<file path="src/rtl/wcs_pkg.sv">
package wcs_pkg;

  typedef enum logic [3:0] {
    CMD_MW  = 4'h7,
    CMD_MWI = 4'hF
  } wcs_cmd_e;

  // A line size is usable when it is a power of two of at least 2.
  function automatic logic line_is_pow2(input logic [7:0] dw);
    return (dw >= 8'd2) && ((dw & (dw - 8'd1)) == 8'd0);
  endfunction

  // Round a dword count down to a multiple of a power-of-two line.
  function automatic logic [7:0] floor_to_line(input logic [7:0] val, input logic [7:0] line);
    return val & ~(line - 8'd1);
  endfunction

  function automatic logic [7:0] min8(input logic [7:0] a, input logic [7:0] b);
    return (a < b) ? a : b;
  endfunction

endpackage

</file>
<file path="src/rtl/wcs_cfg_check.sv">
module wcs_cfg_check #(
  parameter int BURST_W = 8
) (
  input  logic               line_en_i,
  input  logic               wr_inv_en_i,
  input  logic               pci_mwi_en_i,
  input  logic [BURST_W-1:0] line_dw_i,
  input  logic [BURST_W-1:0] max_burst_i,
  output logic               line_legal_o,
  output logic               enables_o
);
  import wcs_pkg::*;

  always_comb begin
    line_legal_o = line_is_pow2(8'(line_dw_i)) && (line_dw_i <= max_burst_i);
    enables_o    = line_en_i && wr_inv_en_i && pci_mwi_en_i;
  end

endmodule

</file>
<file path="src/rtl/wcs_align_track.sv">
module wcs_align_track #(
  parameter int BURST_W = 8,
  localparam int OFF_W  = BURST_W + 1
) (
  input  logic               clk,
  input  logic               rst_n,
  input  logic               xfer_start_i,
  input  logic               mem_move_i,
  input  logic [BURST_W-1:0] line_dw_i,
  input  logic [OFF_W-1:0]   src_off_i,
  input  logic [OFF_W-1:0]   dst_off_i,
  output logic               mismatch_o
);
  logic [OFF_W-1:0]   off_diff;
  logic [BURST_W-1:0] line_diff;
  logic               mismatch_now;
  logic               mismatch_q;

  always_comb begin
    off_diff     = src_off_i ^ dst_off_i;
    line_diff    = BURST_W'(off_diff[OFF_W-1:2]) & (line_dw_i - 1'b1);
    mismatch_now = mem_move_i && ((off_diff[1:0] != 2'b00) || (line_diff != '0));
  end

  always_ff @(posedge clk or negedge rst_n) begin
    if (!rst_n)            mismatch_q <= 1'b0;
    else if (xfer_start_i) mismatch_q <= mismatch_now;
  end

  // A start in the same cycle as a request already sees its own verdict.
  assign mismatch_o = xfer_start_i ? mismatch_now : mismatch_q;


  mismatch_hold_chk: assert property (@(posedge clk) disable iff (!rst_n)
    !xfer_start_i |=> mismatch_q == $past(mismatch_q));

endmodule

</file>
<file path="src/rtl/wcs_burst_calc.sv">
module wcs_burst_calc #(
  parameter int BURST_W = 8,
  parameter int CNT_W   = 16,
  parameter int FIFO_W  = 8,
  localparam int OFF_W  = BURST_W + 1
) (
  input  logic               cache_on_i,
  input  logic               enables_i,
  input  logic [BURST_W-1:0] line_dw_i,
  input  logic [BURST_W-1:0] max_burst_i,
  input  logic [OFF_W-1:0]   dst_off_i,
  input  logic [CNT_W-1:0]   rem_dw_i,
  input  logic [FIFO_W-1:0]  fifo_dw_i,
  output logic [3:0]         cmd_o,
  output logic [BURST_W-1:0] len_o,
  output logic               aligned_o,
  output logic               tail_o
);
  import wcs_pkg::*;

  logic [BURST_W-1:0] cap;
  logic [BURST_W-1:0] dst_line_off;
  logic [BURST_W-1:0] to_boundary;
  logic               fifo_full_line;

  always_comb begin
    cap            = (rem_dw_i < CNT_W'(max_burst_i)) ? rem_dw_i[BURST_W-1:0] : max_burst_i;
    dst_line_off   = BURST_W'(dst_off_i[OFF_W-1:2]) & (line_dw_i - 1'b1);
    to_boundary    = line_dw_i - dst_line_off;
    aligned_o      = (dst_line_off == '0);
    fifo_full_line = FIFO_W'(line_dw_i) <= fifo_dw_i;
    tail_o         = cap < line_dw_i;

    cmd_o = CMD_MW;
    len_o = cap;
    if (cache_on_i) begin
      if (!aligned_o) begin
        len_o = BURST_W'(min8(8'(to_boundary), 8'(cap)));
      end else if (!tail_o) begin
        len_o = BURST_W'(floor_to_line(8'(cap), 8'(line_dw_i)));
        if (enables_i && fifo_full_line) cmd_o = CMD_MWI;
      end
    end
  end

endmodule

</file>
<file path="src/rtl/wcs_write_cmd_sel.sv">
module wcs_write_cmd_sel #(
  parameter int BURST_W = 8,
  parameter int CNT_W   = 16,
  parameter int FIFO_W  = 8,
  localparam int OFF_W  = BURST_W + 1
) (
  input  logic               clk,
  input  logic               rst_n,
  input  logic               line_en_i,
  input  logic               wr_inv_en_i,
  input  logic               pci_mwi_en_i,
  input  logic [BURST_W-1:0] line_dw_i,
  input  logic [BURST_W-1:0] max_burst_i,
  input  logic               mem_move_i,
  input  logic [OFF_W-1:0]   src_off_i,
  input  logic [OFF_W-1:0]   dst_off_i,
  input  logic [CNT_W-1:0]   rem_dw_i,
  input  logic [FIFO_W-1:0]  fifo_dw_i,
  input  logic               xfer_start_i,
  input  logic               req_i,
  output logic               start_o,
  output logic [3:0]         cmd_o,
  output logic [BURST_W-1:0] len_o
);
  import wcs_pkg::*;

  logic               line_legal;
  logic               enables;
  logic               mismatch;
  logic               cache_on;
  logic               aligned;
  logic               tail;
  logic [3:0]         cmd_next;
  logic [BURST_W-1:0] len_next;

  wcs_cfg_check #(.BURST_W(BURST_W)) u_cfg (
    .line_en_i    (line_en_i),
    .wr_inv_en_i  (wr_inv_en_i),
    .pci_mwi_en_i (pci_mwi_en_i),
    .line_dw_i    (line_dw_i),
    .max_burst_i  (max_burst_i),
    .line_legal_o (line_legal),
    .enables_o    (enables)
  );

  wcs_align_track #(.BURST_W(BURST_W)) u_align (
    .clk          (clk),
    .rst_n        (rst_n),
    .xfer_start_i (xfer_start_i),
    .mem_move_i   (mem_move_i),
    .line_dw_i    (line_dw_i),
    .src_off_i    (src_off_i),
    .dst_off_i    (dst_off_i),
    .mismatch_o   (mismatch)
  );

  assign cache_on = line_legal && !mismatch;

  wcs_burst_calc #(.BURST_W(BURST_W), .CNT_W(CNT_W), .FIFO_W(FIFO_W)) u_calc (
    .cache_on_i  (cache_on),
    .enables_i   (enables),
    .line_dw_i   (line_dw_i),
    .max_burst_i (max_burst_i),
    .dst_off_i   (dst_off_i),
    .rem_dw_i    (rem_dw_i),
    .fifo_dw_i   (fifo_dw_i),
    .cmd_o       (cmd_next),
    .len_o       (len_next),
    .aligned_o   (aligned),
    .tail_o      (tail)
  );

  always_ff @(posedge clk or negedge rst_n) begin
    if (!rst_n) begin
      start_o <= 1'b0;
      cmd_o   <= CMD_MW;
      len_o   <= '0;
    end else begin
      start_o <= req_i && (len_next != '0);
      if (req_i) begin
        cmd_o <= cmd_next;
        len_o <= len_next;
      end
    end
  end


  mwi_enables_chk: assert property (@(posedge clk) disable iff (!rst_n)
    start_o && cmd_o == CMD_MWI |-> $past(line_en_i && wr_inv_en_i && pci_mwi_en_i));


  mwi_fifo_chk: assert property (@(posedge clk) disable iff (!rst_n)
    start_o && cmd_o == CMD_MWI |-> FIFO_W'($past(line_dw_i)) <= $past(fifo_dw_i));


  mwi_multiple_chk: assert property (@(posedge clk) disable iff (!rst_n)
    start_o && cmd_o == CMD_MWI |-> (len_o & ($past(line_dw_i) - 1'b1)) == '0);


  len_cap_chk: assert property (@(posedge clk) disable iff (!rst_n)
    start_o |-> len_o <= $past(max_burst_i) && CNT_W'(len_o) <= $past(rem_dw_i));


  start_follows_req_chk: assert property (@(posedge clk) disable iff (!rst_n)
    start_o |-> $past(req_i) && len_o != '0);


  tail_plain_chk: assert property (@(posedge clk) disable iff (!rst_n)
    req_i && aligned && tail |=> cmd_o == CMD_MW);

endmodule

</file>
<file path="config.mk">
export PLATFORM = sky130hd
export DESIGN_NAME = wcs_write_cmd_sel
export DESIGN_NICKNAME = d
export VERILOG_FILES = /design/src/rtl/wcs_pkg.sv /design/src/rtl/wcs_cfg_check.sv /design/src/rtl/wcs_align_track.sv /design/src/rtl/wcs_burst_calc.sv /design/src/rtl/wcs_write_cmd_sel.sv
export SDC_FILE = /design/constraint.sdc
export NUM_CORES = 1
export LEC_CHECK = 0
export BUFFER_PORTS_ARGS = -buffer_cell sky130_fd_sc_hd__clkbuf_2
export CORE_UTILIZATION = 48
export CTS_CLUSTER_SIZE = 20
export DETAILED_ROUTE_END_ITERATION = 10
export PLACE_DENSITY_LB_ADDON = 0.12
export SYNTH_ARGS = -nofsm -noshare
export SYNTH_HDL_FRONTEND = slang
export SYNTH_SLANG_ARGS = --single-unit
</file>
<file path="constraint.sdc">
create_clock -name clk -period 2.1 [get_ports clk]
set_clock_uncertainty 0.2 [all_clocks]
set_input_delay 0.315 -clock clk [delete_from_list [all_inputs] [get_ports clk]]
set_output_delay 0.315 -clock clk [all_outputs]
set_load 0.02 [all_outputs]
</file>
==> results of run 1 <==
==> kinds of logic after synthesis <==
group / synth area share
AO/OA/AOI/OAI: 0.267
AND/OR/NAND/NOR: 0.200
adder cells (fa/ha/maj): 0.253
buffers and inverters: 0.0751
XOR/XNOR: 0.0568
flip-flops: 0.112
multiplexers: 0.0345
other: 0.00152
==> metrics by stage <==
| stage | setup WS, ns | hold WS (ns) | utilization |
|---|---|---|---|
| CTS | -1.98 | 0.199 | 0.863 |
| detailed placement | -2.45 | 0.0116 | 0.788 |
| global placement | -2.29 | 0.000299 | 0.788 |
| floorplan | -2.11 | -0.181 | - |
==> repair_timing <==
action	in CTS
pin swaps	32
hold buffers	1
setup buffers	18
cloned	1
endpoints found under the setup margin	10
resized for setup	35
hold endpoints to repair	11
==> metal layers <==
layer	overflow	GRT usage
met1	0	0.672
met4	0	0.526
met2	1	0.847
met3	0	0.465
met5	0	0.0707
==> Yosys cell counts, types with 4 or more instances <==
| master | number | share of area |
|---|---|---|
| sky130_fd_sc_hd__o21a_1 | 6 | 0.018 |
| sky130_fd_sc_hd__nor3_1 | 6 | 0.012 |
| sky130_fd_sc_hd__a21oi_1 | 27 | 0.055 |
| sky130_fd_sc_hd__o22ai_1 | 4 | 0.010 |
| sky130_fd_sc_hd__mux2_2 | 5 | 0.023 |
| sky130_fd_sc_hd__o21ai_0 | 18 | 0.037 |
| sky130_fd_sc_hd__nand3_1 | 6 | 0.012 |
| sky130_fd_sc_hd__dfrtp_1 | 11 | 0.11 |
| sky130_fd_sc_hd__a41oi_1 | 4 | 0.014 |
| sky130_fd_sc_hd__nand2_1 | 15 | 0.023 |
| sky130_fd_sc_hd__a31oi_1 | 5 | 0.013 |
| sky130_fd_sc_hd__inv_1 | 38 | 0.058 |
| sky130_fd_sc_hd__nand2b_1 | 8 | 0.020 |
| sky130_fd_sc_hd__nand4_1 | 8 | 0.020 |
| sky130_fd_sc_hd__nor2_1 | 23 | 0.035 |
| sky130_fd_sc_hd__xnor2_1 | 15 | 0.053 |
| sky130_fd_sc_hd__ha_1 | 49 | 0.25 |
| sky130_fd_sc_hd__nor4_1 | 5 | 0.013 |
| sky130_fd_sc_hd__a21o_1 | 8 | 0.024 |
==> summary.txt, run 1 <==
Logic synthesis
  – Total number of yosys warnings: 0
  – Number of enable-type register cells in the synthesized netlist: 0
  – Number of library cell types mapped by synthesis: 59
  – Syn Std Cell Area: roughly 2500 µm²
  – Gate count of the mapped netlist: ~320
  – Sequential element share of the synthesized area: 0.112
  – Number of flip-flops and latches in the synthesized netlist: 11
  – Most used DFF post-synth: sky130_fd_sc_hd__dfrtp_1
  – Mean post-synth cell area: approximately 7.8 µm²
  – Fraction of registers with async set or reset after synthesis: 1.00

Clocking
  – Level count of the clock H-tree: 1
  – TritonCTS Buffers: 3
  – Maximum buffer depth of the clock tree: 2
  – CTS Root Cell: sky130_fd_sc_hd__clkbuf_8
  – Sink count of the clock tree: 11

Outcome
  – Err: [ERROR GRT-0232] Routing congestion too high. Check the congestion heatmap in the GUI.
  – Halt Stage: 5_1_grt
  – Status: stopped before the end

Floorplanning
  – Effective utilization at floorplan: 0.509
  – Width of the die: approximately 74 µm
  – Number of top-level pins: 79
  – Die Height: 73.7 µm
  – Std-Cell Rows: 25

Placed design
  – DP Area: between 3000 and 4000 µm²
  – Placed insts: around 560
  – Weighted congestion at the end of routability-driven global placement: 0.967
  – IO Port Bufs: 75
  – Placed wire-length estimate after detailed placement: approximately 7400 µm

Global routing
  – Aggregate global routing overflow: 1
  – Pin count of the biggest net entering global routing: 15
  – Total routing resource utilization after global routing: 0.641

STA
  – Worst endpoint after global-route timing repair: start_o$_DFF_PN0_/D
  – Worst-path endpoint category: register data pin
==> run 2: changes to the inputs <==
- CORE_UTILIZATION: 48 -> 35
- CTS_CLUSTER_SIZE: 20 -> unset
- PLACE_DENSITY_LB_ADDON: 0.12 -> 0.15
- clock period: 2.1 -> 2.7 ns (I/O delays scaled with it)
==> summary.txt, run 2 <==
Placed design
  – IO Port Bufs: 75 (unchanged)
  – Pre-CTS worst setup slack: -1.92 ns (was -2.45 ns)
  – Placed wire-length estimate after detailed placement: 7290 µm (was 7370 µm)
  – Weighted congestion at the end of routability-driven global placement: 0.903 (was 0.967)

Floorplanning
  – Effective utilization at floorplan: 0.363 (was 0.509)
  – Width of the die: 85.9 µm (was 73.7 µm)
  – Number of top-level pins: 79 (unchanged)
  – Area inside the core boundary: roughly 6800 µm²
  – Std-Cell Rows: 30 (was 25)
  – Area enclosed by the die boundary: between 7000 and 8000 µm²
  – Die Height: 85.9 µm (was 73.7 µm)

STA
  – Worst Slack Setup Final: -1.58 ns
  – Hold slack final: around 0.3 ns
  – Final period utilization: 1.58
  – Setup repair after global routing missed its margin: true
  – Peak Freq: between 200 and 250 MHz
  – Count of final hold-check violations: 0
  – Number of endpoints failing setup at the final stage: 10
  – Min Clock Period, post-route: ~4.3 ns
  – Final count of pins violating max slew: 0

Global routing
  – Pin count of the biggest net entering global routing: 15
  – Aggregate global routing overflow: 0
  – Total routing resource utilization after global routing: 0.247
  – First-pass GRT wire length: approximately 14,000 µm
  – Via count of the first global-routing pass: approximately 3,200
  – Antenna violations before repair: 0

Cells and area
  – Filler cell count in the final layout: around 550
  – Most flop-heavy register: len_o
  – Most frequent standard cell in the layout excluding fill and tap cells: sky130_fd_sc_hd__buf_4
  – Synth-to-Final Area Change: 91.6%
  – Final standard cell utilization of the core: 0.695
  – Final antenna diode count: 0
  – Commonest cells after routing, fill and taps aside: 144 x sky130_fd_sc_hd__buf_4, 69 x sky130_fd_sc_hd__clkbuf_2, 29 x sky130_fd_sc_hd__ha_1, 28 x sky130_fd_sc_hd__inv_1
  – Share of cells above drive strength 1: 0.601
  – Final-stage net count: about 660
  – Largest register FFs: 8

Setup path
  – Worst Path Class, Setup: input pin to flop
  – Element type at the critical path end: flop
  – Cell family contributing the most delay on the critical path: simple AND/OR/NAND/NOR gates
  – Worst Path Max Fanout: 4
  – Number of buffer and inverter stages on the critical path: 4
  – CP Data Arrival Time: ~4.2 ns
  – Ordered list of cells on the worst path: clkbuf_16 -> nor3_4 -> inv_2 -> ha_4 -> nand2b_4 -> and2_4 -> a221oi_4 -> a211oi_2 -> o21a_1 -> nor2_2 -> xnor2_2 -> ha_1 -> o21ai_1 -> nor2_1 -> buf_4 -> or4_1 -> a31oi_1 -> a211o_1 -> a31oi_1 -> a21o_1 -> buf_4 -> mux2_4
  – Kind of start point of the critical path: input pin
  – Internal reg-to-reg setup slack: 0.49 ns
  – Critical Path RT: between 2 and 3 ns
  – Timing startpoint of the critical path: line_dw_i[1]
  – Worst path max stage delay: 0.52 ns
  – Reg2reg start: u_align.mismatch_q
  – Cell with the largest stage delay on the worst path: sky130_fd_sc_hd__or4_1

Logic synthesis
  – Fraction of registers with async set or reset after synthesis: 1.00 (unchanged)
  – Largest cells by area after synthesis: sky130_fd_sc_hd__ha_1 25%, sky130_fd_sc_hd__dfrtp_1 11%, sky130_fd_sc_hd__inv_1 5.8% (unchanged)
  – Area share of the leading cell type in the synthesized netlist: 0.249 (unchanged)
  – Total number of yosys warnings: 0 (unchanged)
  – Sequential element share of the synthesized area: 0.112 (unchanged)
  – Number of enable-type register cells in the synthesized netlist: 0 (unchanged)
  – Gate count of the mapped netlist: 318 (unchanged)
  – Area leader, netlist: sky130_fd_sc_hd__ha_1 (unchanged)
  – Number of flip-flops and latches in the synthesized netlist: 11 (unchanged)
  – Syn Std Cell Area: 2470 µm² (unchanged)
  – Commonest cells in the netlist: 49 x sky130_fd_sc_hd__ha_1, 38 x sky130_fd_sc_hd__inv_1, 27 x sky130_fd_sc_hd__a21oi_1 (unchanged)
  – Number of library cell types mapped by synthesis: 59 (unchanged)
  – Library cell with the highest instance count after synthesis: sky130_fd_sc_hd__ha_1 (unchanged)
  – Most used DFF post-synth: sky130_fd_sc_hd__dfrtp_1 (unchanged)
  – Mean post-synth cell area: 7.76 µm² (unchanged)

Detailed routing
  – First-pass DRT Iterations: 4
  – Per-cell via count in the routed design: 5.11
  – Via count: approximately 3,300
  – Wire length per cell after detailed routing: ~15 µm
  – Total routed wirelength: around 9500 µm
  – Post-route DRC violation count: 0
  – Number of DRC markers after the initial detailed-route iteration: roughly 140
  – Number of nets with antenna violations after detailed routing: 0

Run
  – Max-capacitance violation count: 0

Clocking
  – Maximum buffer depth of the clock tree: 2 (unchanged)
  – Insertion delay of the later-clocked pin in the worst-skew pair: 0.23 ns
  – Clock tree from TritonCTS: yes
  – TritonCTS Buffers: 3 (unchanged)
  – Register clock-pin slew on the reported worst setup and hold paths: ~0.060 ns
  – CTS Root Cell: sky130_fd_sc_hd__clkbuf_8 (unchanged)
  – Sink count of the clock tree: 11 (unchanged)
  – Level count of the clock H-tree: 1 (unchanged)

Outcome
  – Status: finished with violations (was stopped before the end)
  – Violations in the final reports: negative setup slack

Power
  – Power Dens Cells: between 200 and 300 nW/µm²
  – Worst voltage drop across the vdd grid: between 0.2 and 0.25 mV
  – Total design power: about 1.3 mW
  – Leak: about 2.3 nW

Hold path
  – Startpoint of the tightest hold check path: cmd_o[3]
  – Worst hold-check path type: flop to flop
==> run 2: cell counts after synthesis <==
No cell type changed its count.
==> run 2: final timing paths <==
kind | to | cells past startpoint
worst min register to register | cmd_o[3] | 1
worst max register to register | start_o | 8
worst min-delay path | cmd_o[3] | 1
worst max-delay path | len_o[6] | 22
min in group asynchronous | len_o[0] | 2
max in group asynchronous | u_align.mismatch_q | 2
==> run 2: power breakdown <==
part | switching [mW] | internal [mW]
clock network | 0.0640 | 0.101
registers | 0.00672 | 0.179
logic | 0.436 | 0.505
total | 0.507 | 0.786
==> run 2: kinds of logic after synthesis <==
group                    after synthesis  share of synthesized area
XOR/XNOR                              16                     0.0568
AND/OR/NAND/NOR                       93                      0.200
buffers and inverters                 46                     0.0751
AO/OA/AOI/OAI                         94                      0.267
adder cells (fa/ha/maj)               50                      0.253
flip-flops                            11                      0.112
multiplexers                           7                     0.0345
other                                  1                    0.00152
==> run 2: metal layers <==
layer,vias up,part of all wire,global-route usage
li1,1601,-,-
met5,-,0,0
met4,0,0.019,0.0394
met3,14,0.043,0.0298
met1,1554,0.44,0.308
met2,86,0.50,0.458
==> run 2: repair_timing <==
| action | in CTS | in global routing |
|---|---|---|
| hold buffers | 1 | 0 |
| setup endpoints to repair | 10 | 10 |
| pin swaps | 51 | 31 |
| resized for setup | 63 | 36 |
| hold endpoints to repair | 11 | 0 |
| gates cloned | 1 | 0 |
| buffers inserted | 33 | 9 |
==> run 2: final cells by class <==
cell class	instances	area (µm²)	area share
repair buffers	224	1580	0.334
multi-input cells	263	2540	0.537
well taps	96	120	0.0254
flip-flops and latches	11	275	0.0583
clock inverters	1	5.00	0.00106
inverters	39	166	0.0352
clock buffers	3	41.3	0.00874
==> run 2: through the flow <==
step	cells	area (µm²)	setup TNS, ns
after CTS	629	4510	-12.23
after global routing	637	4720	-14.60
after detailed placement	591	3880	-16.82
final	637	4720	-12.85
after global placement	591	3880	-16.12
after floorplan	320	2640	-12.93
No activity file was read; power rests on OpenSTA's default activity.
